### config.mk
export PLATFORM = sky130hd
export DESIGN_NAME = adc_frame_seq
export DESIGN_NICKNAME = d
export VERILOG_FILES = /design/src/rtl/adc_seq_pkg.sv /design/src/rtl/adc_tick_gen.sv /design/src/rtl/adc_lane_capture.sv /design/src/rtl/adc_seq_ctrl.sv /design/src/rtl/adc_frame_seq.sv
export SDC_FILE = /design/constraint.sdc
export NUM_CORES = 1
export LEC_CHECK = 0
export BUFFER_PORTS_ARGS = -buffer_cell sky130_fd_sc_hd__buf_2
export CORE_MARGIN = 2
export CORE_UTILIZATION = 37
export DETAILED_ROUTE_END_ITERATION = 8
export PLACE_DENSITY = 0.53
export SETUP_SLACK_MARGIN = 0.5
export SYNTH_ARGS = -nofsm -noshare
export SYNTH_HDL_FRONTEND = slang
export SYNTH_HIERARCHICAL = 1
export SYNTH_SLANG_ARGS = --single-unit
### constraint.sdc
create_clock -name clk -period 5.35 [get_ports clk]
set_input_delay 0.535 -clock clk [delete_from_list [all_inputs] [get_ports clk]]
set_output_delay 0.535 -clock clk [all_outputs]
set_load 0.01 [all_outputs]
### src/rtl/adc_seq_pkg.sv
package adc_seq_pkg;
  typedef enum logic [2:0] {
    ST_IDLE  = 3'd0,
    ST_CNV   = 3'd1,
    ST_WAIT  = 3'd2,
    ST_SHIFT = 3'd3,
    ST_WRITE = 3'd4
  } seq_state_t;
endpackage

### src/rtl/adc_tick_gen.sv
module adc_tick_gen #(
  parameter int unsigned FRAME_CYC = 1500
) (
  input  logic clk,
  input  logic rst_n,
  output logic tick_o
);
  localparam int unsigned TW = (FRAME_CYC > 1) ? $clog2(FRAME_CYC) : 1;
  localparam logic [TW-1:0] LAST = TW'(FRAME_CYC - 1);

  logic [TW-1:0] cnt_q, cnt_d;

  always_comb begin
    if (cnt_q == LAST) cnt_d = '0;
    else               cnt_d = cnt_q + 1'b1;
  end

  always_ff @(posedge clk or negedge rst_n) begin
    if (!rst_n) cnt_q <= '0;
    else        cnt_q <= cnt_d;
  end

  assign tick_o = (cnt_q == LAST);


  tick_single_chk: assert property (@(posedge clk) disable iff (!rst_n)
    tick_o |=> !tick_o);
endmodule

### src/rtl/adc_lane_capture.sv
module adc_lane_capture #(
  parameter int unsigned NUM_CH   = 8,
  parameter int unsigned SAMPLE_W = 16,
  parameter int unsigned CH_W     = 3
) (
  input  logic                clk,
  input  logic                rst_n,
  input  logic                shift_en,
  input  logic [NUM_CH-1:0]   sdata,
  input  logic [CH_W-1:0]     rd_ch,
  output logic [SAMPLE_W-1:0] rd_data
);
  logic [SAMPLE_W-1:0] lane_q [NUM_CH];

  for (genvar k = 0; k < NUM_CH; k++) begin : g_lane
    logic [SAMPLE_W-1:0] lane_d;
    always_comb begin
      lane_d = lane_q[k];
      if (shift_en) lane_d = {lane_q[k][SAMPLE_W-2:0], sdata[k]};
    end
    always_ff @(posedge clk or negedge rst_n) begin
      if (!rst_n) lane_q[k] <= '0;
      else        lane_q[k] <= lane_d;
    end
  end

  always_comb begin
    rd_data = '0;
    for (int i = 0; i < NUM_CH; i++) begin
      if (rd_ch == CH_W'(i)) rd_data = lane_q[i];
    end
  end
endmodule

### src/rtl/adc_seq_ctrl.sv
module adc_seq_ctrl
  import adc_seq_pkg::*;
#(
  parameter int unsigned NUM_CH   = 8,
  parameter int unsigned SAMPLE_W = 16,
  parameter int unsigned CNV_CYC  = 3,
  parameter int unsigned WAIT_CYC = 40,
  parameter int unsigned SCK_HALF = 2,
  parameter int unsigned SPACE_W  = 6,
  parameter int unsigned DROP_W   = 16,
  parameter int unsigned CH_W     = 3
) (
  input  logic               clk,
  input  logic               rst_n,
  input  logic               tick_i,
  input  logic [SPACE_W-1:0] fifo_space_i,
  output logic               cnv_o,
  output logic               sck_o,
  output logic               shift_en_o,
  output logic               wr_o,
  output logic [CH_W-1:0]    wch_o,
  output logic [DROP_W-1:0]  drop_cnt_o,
  output logic               overrun_o
);
  localparam int unsigned PER  = 2 * SCK_HALF;
  localparam int unsigned M1   = (CNV_CYC > WAIT_CYC) ? CNV_CYC : WAIT_CYC;
  localparam int unsigned MAXC = (M1 > PER) ? M1 : PER;
  localparam int unsigned CW   = $clog2(MAXC + 1);
  localparam int unsigned BW   = (SAMPLE_W > 1) ? $clog2(SAMPLE_W) : 1;
  localparam logic [CW-1:0]   CNV_LAST  = CW'(CNV_CYC - 1);
  localparam logic [CW-1:0]   WAIT_LAST = CW'(WAIT_CYC - 1);
  localparam logic [CW-1:0]   PER_LAST  = CW'(PER - 1);
  localparam logic [CW-1:0]   HALF_C    = CW'(SCK_HALF);
  localparam logic [CW-1:0]   HALF_LAST = CW'(SCK_HALF - 1);
  localparam logic [BW-1:0]   BIT_LAST  = BW'(SAMPLE_W - 1);
  localparam logic [CH_W-1:0] CH_LAST   = CH_W'(NUM_CH - 1);
  localparam logic [SPACE_W-1:0] NEED   = SPACE_W'(NUM_CH);

  seq_state_t        state_q, state_d;
  logic [CW-1:0]     cnt_q, cnt_d;
  logic [BW-1:0]     bit_q, bit_d;
  logic [CH_W-1:0]   ch_q, ch_d;
  logic [DROP_W-1:0] drop_q, drop_d;
  logic              cnv_q, sck_q, ovr_q;
  logic              space_ok, drop_inc;

  assign space_ok = (fifo_space_i >= NEED);

  // next-state logic
  always_comb begin
    state_d  = state_q;
    cnt_d    = cnt_q;
    bit_d    = bit_q;
    ch_d     = ch_q;
    drop_inc = 1'b0;
    unique case (state_q)
      ST_IDLE: begin
        if (tick_i) begin
          state_d = ST_CNV;
          cnt_d   = '0;
        end
      end
      ST_CNV: begin
        if (cnt_q == CNV_LAST) begin
          state_d = ST_WAIT;
          cnt_d   = '0;
        end else begin
          cnt_d = cnt_q + 1'b1;
        end
      end
      ST_WAIT: begin
        if (cnt_q == WAIT_LAST) begin
          state_d = ST_SHIFT;
          cnt_d   = '0;
          bit_d   = '0;
        end else begin
          cnt_d = cnt_q + 1'b1;
        end
      end
      ST_SHIFT: begin
        if (cnt_q == PER_LAST) begin
          cnt_d = '0;
          if (bit_q == BIT_LAST) begin
            if (space_ok) begin
              state_d = ST_WRITE;
              ch_d    = '0;
            end else begin
              state_d  = ST_IDLE;
              drop_inc = 1'b1;
            end
          end else begin
            bit_d = bit_q + 1'b1;
          end
        end else begin
          cnt_d = cnt_q + 1'b1;
        end
      end
      ST_WRITE: begin
        if (ch_q == CH_LAST) state_d = ST_IDLE;
        else                 ch_d = ch_q + 1'b1;
      end
      default: state_d = ST_IDLE;
    endcase
    drop_d = drop_inc ? (drop_q + 1'b1) : drop_q;
  end

  // registers
  always_ff @(posedge clk or negedge rst_n) begin
    if (!rst_n) begin
      state_q <= ST_IDLE;
      cnt_q   <= '0;
      bit_q   <= '0;
      ch_q    <= '0;
      drop_q  <= '0;
      cnv_q   <= 1'b0;
      sck_q   <= 1'b0;
      ovr_q   <= 1'b0;
    end else begin
      state_q <= state_d;
      cnt_q   <= cnt_d;
      bit_q   <= bit_d;
      ch_q    <= ch_d;
      drop_q  <= drop_d;
      cnv_q   <= (state_d == ST_CNV);
      sck_q   <= (state_d == ST_SHIFT) && (cnt_d >= HALF_C);
      ovr_q   <= tick_i && (state_q != ST_IDLE);
    end
  end

  assign cnv_o      = cnv_q;
  assign sck_o      = sck_q;
  assign shift_en_o = (state_q == ST_SHIFT) && (cnt_q == HALF_LAST);
  assign wr_o       = (state_q == ST_WRITE);
  assign wch_o      = ch_q;
  assign drop_cnt_o = drop_q;
  assign overrun_o  = ovr_q;


  sample_on_rise_chk: assert property (@(posedge clk) disable iff (!rst_n)
    shift_en_o |=> sck_o);

  sck_quiet_chk: assert property (@(posedge clk) disable iff (!rst_n)
    cnv_o |-> !sck_o && !wr_o);

  first_ch_chk: assert property (@(posedge clk) disable iff (!rst_n)
    (wr_o && !$past(wr_o)) |-> (wch_o == '0));

  ch_order_chk: assert property (@(posedge clk) disable iff (!rst_n)
    (wr_o && $past(wr_o)) |-> (wch_o == $past(wch_o) + 1'b1));

  drop_cause_chk: assert property (@(posedge clk) disable iff (!rst_n)
    (drop_q != $past(drop_q)) |-> ($past(fifo_space_i) < NEED));

  overrun_cause_chk: assert property (@(posedge clk) disable iff (!rst_n)
    overrun_o |-> ($past(tick_i) && !$rose(cnv_o)));
endmodule

### src/rtl/adc_frame_seq.sv
module adc_frame_seq #(
  parameter int unsigned SYS_HZ   = 72_000_000,
  parameter int unsigned FRAME_HZ = 48_000,
  parameter int unsigned NUM_CH   = 8,
  parameter int unsigned SAMPLE_W = 16,
  parameter int unsigned CNV_CYC  = 3,
  parameter int unsigned WAIT_CYC = 40,
  parameter int unsigned SCK_HALF = 2,
  parameter int unsigned SPACE_W  = 6,
  parameter int unsigned DROP_W   = 16,
  parameter int unsigned CH_W     = $clog2(NUM_CH)
) (
  input  logic                clk,
  input  logic                rst_n,
  input  logic [NUM_CH-1:0]   adc_sdata,
  input  logic [SPACE_W-1:0]  fifo_space,
  output logic                adc_cnv,
  output logic                adc_sck,
  output logic                fifo_wr,
  output logic [CH_W-1:0]     fifo_wch,
  output logic [SAMPLE_W-1:0] fifo_wdata,
  output logic [DROP_W-1:0]   drop_cnt,
  output logic                overrun
);
  localparam int unsigned FRAME_CYC = SYS_HZ / FRAME_HZ;

  logic [1:0] rst_sync_q;
  logic       rst_ns;
  logic       tick;
  logic       shift_en;

  always_ff @(posedge clk or negedge rst_n) begin
    if (!rst_n) rst_sync_q <= 2'b00;
    else        rst_sync_q <= {rst_sync_q[0], 1'b1};
  end
  assign rst_ns = rst_sync_q[1];

  adc_tick_gen #(.FRAME_CYC(FRAME_CYC)) u_tick (
    .clk   (clk),
    .rst_n (rst_ns),
    .tick_o(tick)
  );

  adc_seq_ctrl #(
    .NUM_CH  (NUM_CH),
    .SAMPLE_W(SAMPLE_W),
    .CNV_CYC (CNV_CYC),
    .WAIT_CYC(WAIT_CYC),
    .SCK_HALF(SCK_HALF),
    .SPACE_W (SPACE_W),
    .DROP_W  (DROP_W),
    .CH_W    (CH_W)
  ) u_ctrl (
    .clk         (clk),
    .rst_n       (rst_ns),
    .tick_i      (tick),
    .fifo_space_i(fifo_space),
    .cnv_o       (adc_cnv),
    .sck_o       (adc_sck),
    .shift_en_o  (shift_en),
    .wr_o        (fifo_wr),
    .wch_o       (fifo_wch),
    .drop_cnt_o  (drop_cnt),
    .overrun_o   (overrun)
  );

  adc_lane_capture #(
    .NUM_CH  (NUM_CH),
    .SAMPLE_W(SAMPLE_W),
    .CH_W    (CH_W)
  ) u_capture (
    .clk     (clk),
    .rst_n   (rst_ns),
    .shift_en(shift_en),
    .sdata   (adc_sdata),
    .rd_ch   (fifo_wch),
    .rd_data (fifo_wdata)
  );
endmodule

# ---- After elaboration in Yosys (flattened, before gate mapping)
# Cells that the tools add are included.
dict set report word_totals {
  reg_bits 176
  in_bits 16
  out_inout_bits 39
  elab_cells 95
}
dict set report classes {
  n_addsub 5
  magnitude_cmp 2
  eq_ne 25
  n_mux 35
  n_reduce_logical 10
}
# op n
set op_table {}
lappend op_table {{2-to-1 mux 16 bit} 8}
lappend op_table {{2-to-1 mux 3 bit} 11}
lappend op_table {{2-to-1 mux 6 bit} 4}
lappend op_table {{case mux 6 bit (4 select lines)} 1}
lappend op_table {{adder 16 x 1 -> 16 bit, second input constant} 1}
lappend op_table {{equality test 3 x 2 -> 1 bit, second input constant} 5}
lappend op_table {{equality test 3 bit, second input constant} 5}
lappend op_table {{case mux 3 bit (5 select lines)} 1}
lappend op_table {{equality test 6 x 2 -> 1 bit, second input constant} 2}
lappend op_table {{2-to-1 mux 4 bit} 3}
lappend op_table {{adder 11 x 1 -> 11 bit, second input constant} 1}
lappend op_table {{equality test 11 bit, second input constant} 1}
lappend op_table {{2-to-1 mux 11 bit} 1}
lappend op_table {{equality test 3 x 1 -> 1 bit, second input constant} 3}
lappend op_table {{!= test 2 x 1 -> 1 bit, second input constant} 4}
lappend op_table {{case mux 4 bit (2 select lines)} 1}
lappend op_table {{adder 6 x 1 -> 6 bit, second input constant} 1}
lappend op_table {{equality test 6 x 1 -> 1 bit, second input constant} 1}
lappend op_table {{equality test 6 bit, second input constant} 1}
lappend op_table {{greater-or-equal comparator 6 x 2 -> 1 bit, second input constant} 1}
lappend op_table {{greater-or-equal comparator 6 x 4 -> 1 bit, second input constant} 1}
lappend op_table {{logical NOT 3 bit} 2}
lappend op_table {{case mux 3 bit (2 select lines)} 1}
lappend op_table {{AND reduction 5 bit} 1}
lappend op_table {{9 further kinds} 16}

# ---- Logic depth before layout (Yosys ltp)
# Gate-level depths: netlist (run 1).
dict set report logic_depth {
  ltp_word 9
  ltp_mapped 8
  ltp_nobuf 8
}

# ---- Hierarchy
# Netlist (run 1), hierarchy kept.
# module instances cells_each area_per_inst_um2 seq_area_each_um2
set modules_own_cells {}
lappend modules_own_cells {adc_lane_capture 1 459 6075.8 3203.1}
lappend modules_own_cells {adc_seq_ctrl 1 184 1864.3 875.8}
lappend modules_own_cells {adc_tick_gen 1 56 560.5 275.3}
lappend modules_own_cells {adc_frame_seq 1 3 53.8 50.0}

# ---- Worst setup path before layout (run 1)
# No wires, ideal clock.
dict set report synth_timing {
  path_kind {register -> register}
  from {register u_tick.cnt_q[3]}
  to {register u_ctrl.sck_q (netlist: u_ctrl/sck_o)}
  setup_time_ns 0.129
  arrival_ns 2.022
  t_required_ns 5.221
  slack_ns 3.199
  stages_incl_launch_ff 9
  path_buffers 0
  synth_period_minus_slack_ns 2.151
  path_cell_list {dfrtp_1 nand2_1 or3_4 nor4_4 nor3_1 or2_1 nand2_1 nand2_1 o41a_1}
}
dict set report synth_between {
  elab_chain_len 5
  elab_cells_between_ends 8
  classes_between {1 x order compare; 2 x eq/ne; 4 x mux; 1 x reduce/logical}
}
# item line_no
set synth_lines {}
lappend synth_lines {{from (decl)} adc_tick_gen.sv:11} ;# logic [TW-1:0] cnt_q, cnt_d;
lappend synth_lines {{from (signal assigned)} adc_tick_gen.sv:20} ;# else cnt_q <= cnt_d;
lappend synth_lines {{equality test 11 bit *} adc_tick_gen.sv:23} ;# assign tick_o = (cnt_q == LAST);
lappend synth_lines {{net tick} adc_frame_seq.sv:29} ;# logic tick;
lappend synth_lines {{2-to-1 mux 6 bit / 2-to-1 mux 3 bit (equally long branches)} adc_seq_ctrl.sv:58} ;# if (tick_i) begin
lappend synth_lines {{case mux 6 bit (4 select lines) / case mux 3 bit (5 select lines) (equally long branches)} adc_seq_ctrl.sv:56} ;# unique case (state_q)
lappend synth_lines {{greater-or-equal comparator 6 x 2 -> 1 bit / equality test 3 x 2 -> 1 bit (equally long branches)} adc_seq_ctrl.sv:125} ;# sck_q <= (state_d == ST_SHIFT) && (cnt_d >= HALF_C);
lappend synth_lines {{logical AND 1 bit *} adc_seq_ctrl.sv:125}
lappend synth_lines {{to (signal assigned)} adc_seq_ctrl.sv:125}
lappend synth_lines {{to (decl)} adc_seq_ctrl.sv:44} ;# logic cnv_q, sck_q, ovr_q;
# The timed path passes the listed nets; every way through them passes the cells marked *.
# A chain may end at the register's enable or synchronous reset.

# ---- Worst setup path after layout (run 1)
dict set report layout_timing {
  from {register u_ctrl.ch_q[1] (netlist: u_ctrl/wch_o[1])}
  to {output fifo_wdata[6]}
}
dict set report layout_between {
  elab_chain_len 9
  elab_cells_between_ends 16
  classes_between {7 x eq/ne; 8 x mux; 1 x reduce/logical}
}
# item line_no
set layout_lines {}
lappend layout_lines {{from (decl)} adc_seq_ctrl.sv:42} ;# logic [CH_W-1:0] ch_q, ch_d;
lappend layout_lines {{from (signal assigned)} adc_seq_ctrl.sv:122} ;# ch_q <= ch_d;
lappend layout_lines {{logical NOT 3 bit} adc_lane_capture.sv:30} ;# if (rd_ch == CH_W'(i)) rd_data = lane_q[i];
lappend layout_lines {{2-to-1 mux 16 bit (7 in series)} adc_lane_capture.sv:30}
lappend layout_lines {{2-to-1 mux 16 bit *} adc_lane_capture.sv:30}
lappend layout_lines {{to (decl)} adc_frame_seq.sv:21} ;# output logic [SAMPLE_W-1:0] fifo_wdata,
# Every way passes the cells marked *; elsewhere a longest branch is shown, timed or not.

==> qor.txt, run 1 <==
H-tree depth: 4
Register bit total from synthesis: 176
Setup Total Neg Slack: 0 ns
Vias in the first global route: 5453
GR Layer Usage met3: 2.81%
Slew Viols, Final: 0
Row count: 55
Initial DRC Count: 191
Levels on crit path: 5
Post-DP HPWL: 11.3 mm
Drt first pass iters: 4
Die Y: 156 um
Die area: 24400 sq um
Post-CTS resize count: 0
Syn avg cell area: 12.2 sq um
Max clock buf depth: 2
Sink Count: 176
Layout area overhead: 12.3%
PortBufs: 51
Postcts setup bufs: 0
Critical path's top delay family: simple AND/OR/NAND/NOR gates
Hold Crit Class: in -> reg
DR vias/cell: 5.13
RSZ-0062 raised after global routing: false
Routed len/inst: 16.0 um
Clk slew on worst S/H paths: 0.06 ns
Crit path time final: 3.39 ns
Met2 Resource Use GR: 22.3%
Power Density: 291 nW/um^2
Kind of critical path: reg -> out
Pre-CTS setup slack: 2.25 ns
CP max-delay cell: and2_1
Hold depth: 2
Final count of negative-setup-slack endpoints: 0
ANT cells: 0
Hold_buf cts: 1
Register-to-Register Path Depth: 4
Final WS setup: 1.96 ns
# IOs: 55
TritonCTS Buffers: 17
Initial antenna violation count: 0
Max Fclk: 0.295 GHz
GPL Wtd Cong: 0.791
Switching part of the total: 21.0%
Status: finished clean
Sequential power share: 49.9%
CTS root buffer: clkbuf_16
DRC Markers: 0
Psw: 0.589 mW
Final hold violation count: 0
Routed WL: 16.6 mm
Max_slew headroom: 36.4%
Crit share post-route: 63.4%
CP startpoint kind: flop
Cell Area, Synth: 8550 sq um
GRT Util Overall: 14.6%
Cell breakdown of the critical path: buf_4, and2_1, nand2_1, o31a_1, buf_2
Worst Setup End Kind: primary output
Critical path arrival: 2.85 ns
Share of cells above drive strength 1: 32.9%
P_leak: 4.10 nW
Vias: 5311
Largest net degree at the start of global routing: 76
Worst clock skew: 0.0150 ns
Logic pwr share: 2.6%
Congestion Overflow GR: 0
Max_cap viols: 0
Top Usage Layer GRT: met2
Synth warn: 6
Initial Util: 37.8%
Final Net Count: 762
Critical Path Max Stage Delay: 0.81 ns
Required @ worst endpoint: 4.82 ns
Placed Area: 8960 sq um
Distinct cells, synth: 61
Routed Antenna Nets: 0
Fin area: 9610 sq um
Internal power: 2.21 mW
Clock power frac: 47.5%
Met1 usage: 20.6%
Syn Nets: 726
Final core utilization: 42.4%
Crit-path max FO: 28
Mapped Cells: 702
Tightest Pin Transition: 0.953 ns
Core area: 22600 sq um
Sequential fraction of the synthesis area: 51.5%
Global-route wire length before repair: 28.4 mm
Worst-skew pair later-pin latency: 0.43 ns
CTS tree: built
Worst IR Drop VDD: 0.199 mV
CP bufs+invs: 2
DIE WIDTH: 156 um
## kinds of logic after synthesis
logic type | share of synthesized area (%)
compound gates | 9.73
xor+xnor | 2.56
fa+ha+maj | 1.17
buf+inv | 3.66
flops | 51.5
mux | 21.2
other cells | 0.0438
simple gates | 10.1
## layout make-up
class,count,area [sq um]
fillers,2079,13000
flip-flops and latches,176,4410
multi-input cells,473,3840
clock buffers,21,460
well taps,285,357
repair buffers,60,325
clock inverters,11,178
inverters,10,38.8
## cell usage after synthesis, drive strengths merged
master / instances / area share (%)
a211o: 1 / 0.10
a211oi: 4 / 0.47
a21o: 1 / 0.088
a21oi: 33 / 2.0
a221oi: 14 / 2.2
a22o: 2 / 0.20
a22oi: 15 / 1.3
and2: 4 / 0.29
and3: 3 / 0.22
and4: 1 / 0.10
buf: 38 / 3.0
clkbuf: 5 / 0.22
clkinv: 2 / 0.10
conb: 1 / 0.044
dfrtp: 176 / 51
ha: 8 / 1.2
inv: 8 / 0.35
mux2: 132 / 17
mux2i: 33 / 3.9
nand2: 49 / 2.2
nand2b: 5 / 0.37
nand3: 17 / 0.99
nand4: 7 / 0.51
nand4b: 1 / 0.10
nor2: 30 / 1.3
nor2b: 7 / 0.72
nor3: 9 / 0.66
nor3b: 1 / 0.088
nor4: 4 / 0.54
nor4b: 1 / 0.10
nor4bb: 1 / 0.12
o211ai: 5 / 0.44
o21ai: 19 / 1.1
o21bai: 1 / 0.088
o31a: 15 / 1.5
o41a: 1 / 0.13
o41ai: 1 / 0.10
or2: 16 / 1.2
or3: 4 / 0.41
or3b: 1 / 0.10
or4b: 1 / 0.16
xnor2: 11 / 1.1
xor2: 14 / 1.4
## per-layer routing
metal  share of wire [%]  wire length [um]  vias to the layer above
met4                 1.9               315                        0
met3                 2.1               355                       21
met1                  50              8310                     2632
li1                    -                 -                     2605
met2                  46              7640                       53
met5                   0                 0                        -
## power groups by stage
stage	Clock [mW]	Combinational, mW	Sequential [mW]
floorplan	0	0.0412	1.42
global placement	0	0.0715	1.42
detailed placement	0	0.0731	1.42
CTS	1.37	0.0741	1.40
global route	1.44	0.0811	1.40
finish	1.33	0.0715	1.40
## placed cells by master, fill, tap and decap left out, types with 17 or more instances in the layout
master / count
a21oi_1: 32
buf_2: 51
nand3_1: 17
mux2_2: 129
dfrtp_1: 173
mux2i_1: 33
nand2_1: 49
nor2_1: 30
clkbuf_16: 17
## worst reg2reg max path, cell delays in order, from the launching register on
cell and delay, ns:
dfrtp_1 0.47, nor4_1 0.66, and4_4 0.96, buf_4 0.54, mux2_2 0.41
## stage by stage
step / total power, mW / hold WS, ns / instances
floorplan: 1.46 / 0.239 / 702
global placement: 1.49 / 0.321 / 1003
detailed placement: 1.50 / 0.325 / 1003
CTS: 2.84 / 0.321 / 1036
global route: 2.93 / 0.327 / 1036
finish: 2.80 / 0.338 / 1036
## flip-flops by register name, indices dropped and copies added, names as in the netlist
name	cells
u_ctrl/cnt_q	6
u_capture/lane_q	128
u_ctrl/overrun_o	1
u_ctrl/cnv_o	1
u_ctrl/wch_o	3
rst_sync_q	2
u_ctrl/state_q	3
u_ctrl/sck_o	1
u_ctrl/drop_cnt_o	16
u_ctrl/bit_q	4
u_tick/cnt_q	11
## worst paths after layout
kind                                      start                    to  slack, ns
worst max register to register  u_ctrl/cnt_q[3]  u_capture/lane_q[18]       2.20
worst min-delay path               adc_sdata[6]  u_capture/lane_q[16]       0.34
min in group asynchronous                 rst_n         rst_sync_q[1]       0.41
max in group asynchronous         rst_sync_q[1]  u_capture/lane_q[72]       3.63
worst min register to register    rst_sync_q[0]         rst_sync_q[1]       0.35
worst max-delay path            u_ctrl/wch_o[1]         fifo_wdata[6]       1.96
Power figures use the tool's default switching activity.
==> run 2, diff against run 1 <==
- PLACE_DENSITY: 0.53 -> 0.51
- clock period: 5.35 -> 3.35 ns (I/O delays scaled with it)
==> run 2 against run 1 <==
  * Cell count is 0.29% higher
  * Critical path type unchanged
  * Non-clock buffer count is 3 higher
  * Largest power group unchanged
  * Combinational power is 71% higher
==> qor.txt, run 2 (same netlist as run 1, synthesis figures left out) <==
Die Y: 156 um (unchanged)
Max reg flops: 128 (unchanged)
Max_slew headroom: 47.8% (+11 points)
TritonCTS Buffers: 17 (unchanged)
DIE WIDTH: 156 um (unchanged)
Worst hold path startpoint: adc_sdata[6]
Global-route wire length before repair: 28.3 mm (-0.22%)
Hold Crit Class: in -> reg
Required @ worst endpoint: 3.01 ns (-1.81 ns)
H-tree depth: 4 (unchanged)
Layout area overhead: 13.3%
Tightest Pin Transition: 0.782 ns (-0.171 ns)
Slew Viols, Final: 0 (unchanged)
Clk slew on worst S/H paths: 0.07 ns (about the same)
Drt first pass iters: 4 (unchanged)
Register-to-Register Path Depth: 4 (unchanged)
Final Net Count: 765 (+0.39%)
CP max-delay cell: nor2b_4
Critical R2R Launch: u_ctrl/cnt_q[3]
Reg2Reg Setup Slack: 0.75 ns (-1.45 ns)
CP startpoint kind: flop
Kind of critical path: reg -> out
FF-to-FF End: u_capture/lane_q[18]
Total power: 4.46 mW (+59%)
Setup Total Neg Slack: 0 ns (unchanged)
CTS tree: built
Worst clock skew: 0.0147 ns (-0.000238 ns)
Most frequent cells in the layout: dfrtp_1, mux2_2, buf_2, nand2_1, mux2i_1
Routed len/inst: 16.2 um (+0.89%)
PortBufs: 51 (unchanged)
Routed met1 length: 8.53 mm (+2.7%)
GPL Wtd Cong: 0.776 (-1.9%)
Worst IR Drop VDD: 0.300 mV (+50%)
Most common library cell in the layout ignoring fill and taps: dfrtp_1
Max Fclk: 0.370 GHz
Initial antenna violation count: 0 (unchanged)
ANT cells: 0 (unchanged)
CP bufs+invs: 2 (unchanged)
Final hold violation count: 0 (unchanged)
Core area: 22600 sq um (unchanged)
Critical Path Max Stage Delay: 0.52 ns (-0.29 ns)
Uppermost layer routed: met4
Crit path time final: 2.70 ns
Hold depth: 2 (unchanged)
Worst Setup End Kind: primary output
Vias in the first global route: 5413 (-0.73%)
Critical path's top delay family: compound AO/OA/AOI/OAI gates
Met2 wire length: 7.70 mm (+0.77%)
Congestion Overflow GR: 0 (unchanged)
Pre-CTS setup slack: 0.766 ns (-1.49 ns)
Final count of negative-setup-slack endpoints: 0 (unchanged)
Cell breakdown of the critical path: buf_4, nor2b_4, a221oi_1, a21oi_1, o31a_1, buf_2
WHS Endpoint: u_capture/lane_q[16]
Row count: 55 (unchanged)
Max clock buf depth: 2 (unchanged)
DRC Markers: 0 (unchanged)
Max_cap viols: 0 (unchanged)
Postcts setup bufs: 0 (unchanged)
RSZ-0062 raised after global routing: false
Vias: 5370 (+1.1%)
Critical path arrival: 2.37 ns (-0.48 ns)
Largest net degree at the start of global routing: 65 (-14%)
Worst-skew pair later-pin latency: 0.44 ns (about the same)
Share of cells above drive strength 1: 33.4% (+0.53 points)
# IOs: 55 (unchanged)
Top reg by flops: u_capture/lane_q
Die area: 24400 sq um (unchanged)
P_leak: 4.13 nW (+0.75%)
Initial Util: 37.8% (unchanged)
Status: finished clean
CTS root buffer: clkbuf_16
Crit-path max FO: 23 (-18%)
Routed WL: 16.8 mm (+1.2%)
Initial DRC Count: 306 (+60%)
DR vias/cell: 5.17 (+0.82%)
GRT Util Overall: 14.7% (+0.13 points)
Final WS setup: 0.647 ns (-1.31 ns)
Power Density: 460 nW/um^2 (+58%)
Met3 WL: 375 um (+5.6%)
Routed Antenna Nets: 0 (unchanged)
Crit share post-route: 80.7%
Sink Count: 176 (unchanged)
Post-DP HPWL: 11.6 mm (+2.6%)
-- run 2: cell types whose count changed in the layout (fill, tap and decap cells not counted), sizes merged --
cell	delta
buf	+3
clkinv	+3
bufinv	-1
inv	+2
clkbuf	-4
-- run 2: where the power goes --
| group | internal [mW] | leakage [nW] | total (mW) | switching, mW |
|---|---|---|---|---|
| registers | 2.17 | 2.21 | 2.23 | 0.0526 |
| logic | 0.0630 | 1.63 | 0.122 | 0.0592 |
| clock network | 1.20 | 0.298 | 2.11 | 0.909 |
-- run 2: how the worst max path moves through the flow --
stage / startpoint / endpoint / slack (ns) / depth (start not counted)
4_1_cts: u_ctrl/wch_o[2] / fifo_wdata[2] / 0.62 / 6
3_5_place_dp: u_tick/cnt_q[3] / u_ctrl/sck_o / 0.77 / 8
3_3_place_gp: u_tick/cnt_q[3] / u_ctrl/sck_o / 0.80 / 8
2_1_floorplan: u_tick/cnt_q[3] / u_ctrl/sck_o / 1.20 / 8
6_report: u_ctrl/wch_o[2] / fifo_wdata[2] / 0.65 / 6
5_1_grt: u_ctrl/wch_o[1] / fifo_wdata[4] / 0.50 / 6
-- run 2: repair_timing --
action | CTS | global route
gates resized for setup | 1 | 0
setup endpoints to repair | 1 | 0
hold endpoints to repair | 2 | 0
hold buffers | 1 | 0
-- run 2: routing by layer --
layer  GRT usage [%]  up-vias
met5               0        -
met3            2.94       16
li1                -     2602
met2            22.4       56
met1            21.0     2696
met4            5.16        0
-- run 2: cell type report --
class | count | area (sq um)
Fill cell | 2106 | 13000
Sequential cell | 176 | 4410
Tap cell | 285 | 357
Clock buffer | 17 | 425
Clock inverter | 15 | 205
Timing Repair Buffer | 63 | 410
Inverter | 10 | 38.8
Multi-Input combinational cell | 473 | 3840
-- run 2: per-stage QoR --
stage | std cells | utilization (%) | cell area (sq um) | hold slack, ns
global route | 1039 | 42.8 | 9690 | 0.108
detailed placement | 1006 | 40.0 | 9050 | 0.122
global placement | 1006 | 40.0 | 9050 | 0.121
CTS | 1039 | 42.8 | 9690 | 0.109
finish | 1039 | 42.8 | 9690 | 0.134
floorplan | 702 | - | 8560 | 0.0394
==> run 3, diff against run 2 <==
- clock period: 3.35 -> 2.6 ns (I/O delays scaled with it)
==> run 3 against run 2 <==
  * Worst hold slack got worse by 0.069 ns
  * Cell count rose by 3.0%
  * Design area rose by 5.1%
  * Register-to-register slack got worse by 0.22 ns
  * Highest routed layer unchanged
==> qor.txt, run 3 (same netlist as run 1, synthesis figures left out) <==
Post-DP HPWL: 11.5 mm (-1.4%)
Fin area: 10200 sq um (+5.1%)
CP max-delay cell: dfrtp_2
Final WS setup: 0.340 ns (-0.307 ns)
CTS tree: built
Final count of negative-setup-slack endpoints: 0 (unchanged)
Most frequent cells in the layout: dfrtp_1, mux2_2, buf_2, nand2_1, mux2i_1
Vias: 5520 (+2.8%)
Hold Crit Class: in -> reg
RSZ-0062 raised after global routing: true
Worst IR Drop VDD: 0.389 mV (+30%)
Max Fclk: 0.442 GHz
Share of cells above drive strength 1: 39.7% (+6.3 points)
Most common library cell in the layout ignoring fill and taps: dfrtp_1
Clk slew on worst S/H paths: 0.07 ns (about the same)
CTS root buffer: clkbuf_16
Dpl cells: 1011 (+0.50%)
Uppermost layer routed: met4
Final hold violation count: 0 (unchanged)
Top reg by flops: u_capture/lane_q
Routed WL: 17.9 mm (+6.5%)
Hold_ws: 0.0650 ns (-0.0686 ns)
Critical path arrival: 2.00 ns (-0.37 ns)
Crit-path max FO: 20 (-13%)
Critical Path Max Stage Delay: 0.47 ns (-0.05 ns)
DR vias/cell: 5.16 (-0.18%)
Layout area overhead: 19.0%
Core area: 22600 sq um (unchanged)
Routed Antenna Nets: 0 (unchanged)
Sink Count: 176 (unchanged)
Slew Viols, Final: 0 (unchanged)
Initial Util: 37.8% (unchanged)
Final core utilization: 45.0% (+2.2 points)
Initial antenna violation count: 0 (unchanged)
Initial DRC Count: 257 (-16%)
CP bufs+invs: 2 (unchanged)
Routed met1 length: 9.00 mm (+5.5%)
Vias in the first global route: 5579 (+3.1%)
TritonCTS Buffers: 17 (unchanged)
Row count: 55 (unchanged)
Worst clock skew: 0.00930 ns (-0.00542 ns)
Max clock buf depth: 2 (unchanged)
Die Y: 156 um (unchanged)
Setup Total Neg Slack: 0 ns (unchanged)
Crit share post-route: 86.9%
PortBufs: 51 (unchanged)
ANT cells: 0 (unchanged)
Max_cap viols: 0 (unchanged)
H-tree depth: 4 (unchanged)
Drt first pass iters: 4 (unchanged)
Tightest Pin Transition: 0.722 ns (-0.0600 ns)
Congestion Overflow GR: 0 (unchanged)
Crit path time final: 2.26 ns
Kind of critical path: reg -> out
GPL Wtd Cong: 0.804 (+3.7%)
DRC Markers: 0 (unchanged)
Max_slew headroom: 51.8% (+4.0 points)
Met3 WL: 362 um (-3.5%)
Placed Area: 9080 sq um (+0.41%)
Critical path's top delay family: compound AO/OA/AOI/OAI gates
Worst-skew pair later-pin latency: 0.42 ns (-0.02 ns)
Largest net degree at the start of global routing: 117 (+80%)
Final Net Count: 796 (+4.1%)
GRT Util Overall: 14.9% (+0.18 points)
Met2 wire length: 8.36 mm (+8.5%)
Non-filler cells, final: 1070 (+3.0%)
Power Density: 557 nW/um^2 (+21%)
CP startpoint kind: flop
Total power: 5.67 mW (+27%)
Status: finished clean
P_leak: 4.32 nW (+4.6%)
DIE WIDTH: 156 um (unchanged)
Max reg flops: 128 (unchanged)
Die area: 24400 sq um (unchanged)
Pre-CTS setup slack: 0.334 ns (-0.432 ns)
Required @ worst endpoint: 2.34 ns (-0.67 ns)
Worst Setup End Kind: primary output
Cell breakdown of the critical path: buf_4, a22oi_1, a21oi_2, o31a_1, buf_2
# IOs: 55 (unchanged)
Routed len/inst: 16.7 um (+3.4%)
Global-route wire length before repair: 29.1 mm (+2.8%)
==> run 3: changes by cell type in the layout (fill, tap and decap cells not counted), moves of 3 or more <==
cell	change
a21oi_1	-7
buf_4	+23
a22oi_2	+5
dfrtp_1	-6
a22oi_1	-5
dfrtp_2	+7
a21oi_2	+6
a221oi_4	+3
a221oi_1	-4
==> run 3: final cells by class <==
class	count	area, sq um
Timing Repair Buffer	94	738
Fill cell	2033	12500
Tap cell	285	357
Clock inverter	14	179
Sequential cell	176	4420
Multi-Input combinational cell	473	4020
Inverter	10	38.8
Clock buffer	18	429
==> run 3: power by group <==
group	total [mW]	internal, mW	switching [mW]
Sequential	2.86	2.80	0.0548
Combinational	0.171	0.0789	0.0916
Clock	2.64	1.53	1.11
Total	5.67	4.41	1.26
==> run 3: layer usage <==
layer  vias up  global-route usage [%]
li1       2669                       -
met1      2778                    21.7
met2        60                    22.9
met3        13                    2.53
met4         0                    4.59
met5         -                       0
==> run 3: path summary, 6_finish.rpt <==
kind	start	endpoint	slack, ns	cells after the start
max	u_ctrl/wch_o[1]	fifo_wdata[2]	0.34	5
min	adc_sdata[7]	u_capture/lane_q[0]	0.06	2
max in group asynchronous	rst_sync_q[1]	u_capture/lane_q[39]	1.61	1
min reg2reg	rst_sync_q[0]	rst_sync_q[1]	0.36	0
min in group asynchronous	rst_n	rst_sync_q[1]	0.14	2
max reg2reg	u_ctrl/cnt_q[2]	u_capture/lane_q[79]	0.53	5
==> run 3: what timing repair did <==
action,CTS,global route
endpoints found under the hold margin,2,0
pin swaps,11,10
gates cloned,0,2
buffers inserted,15,9
resized for setup,28,17
hold buffers,1,0
endpoints found under the setup margin,21,30
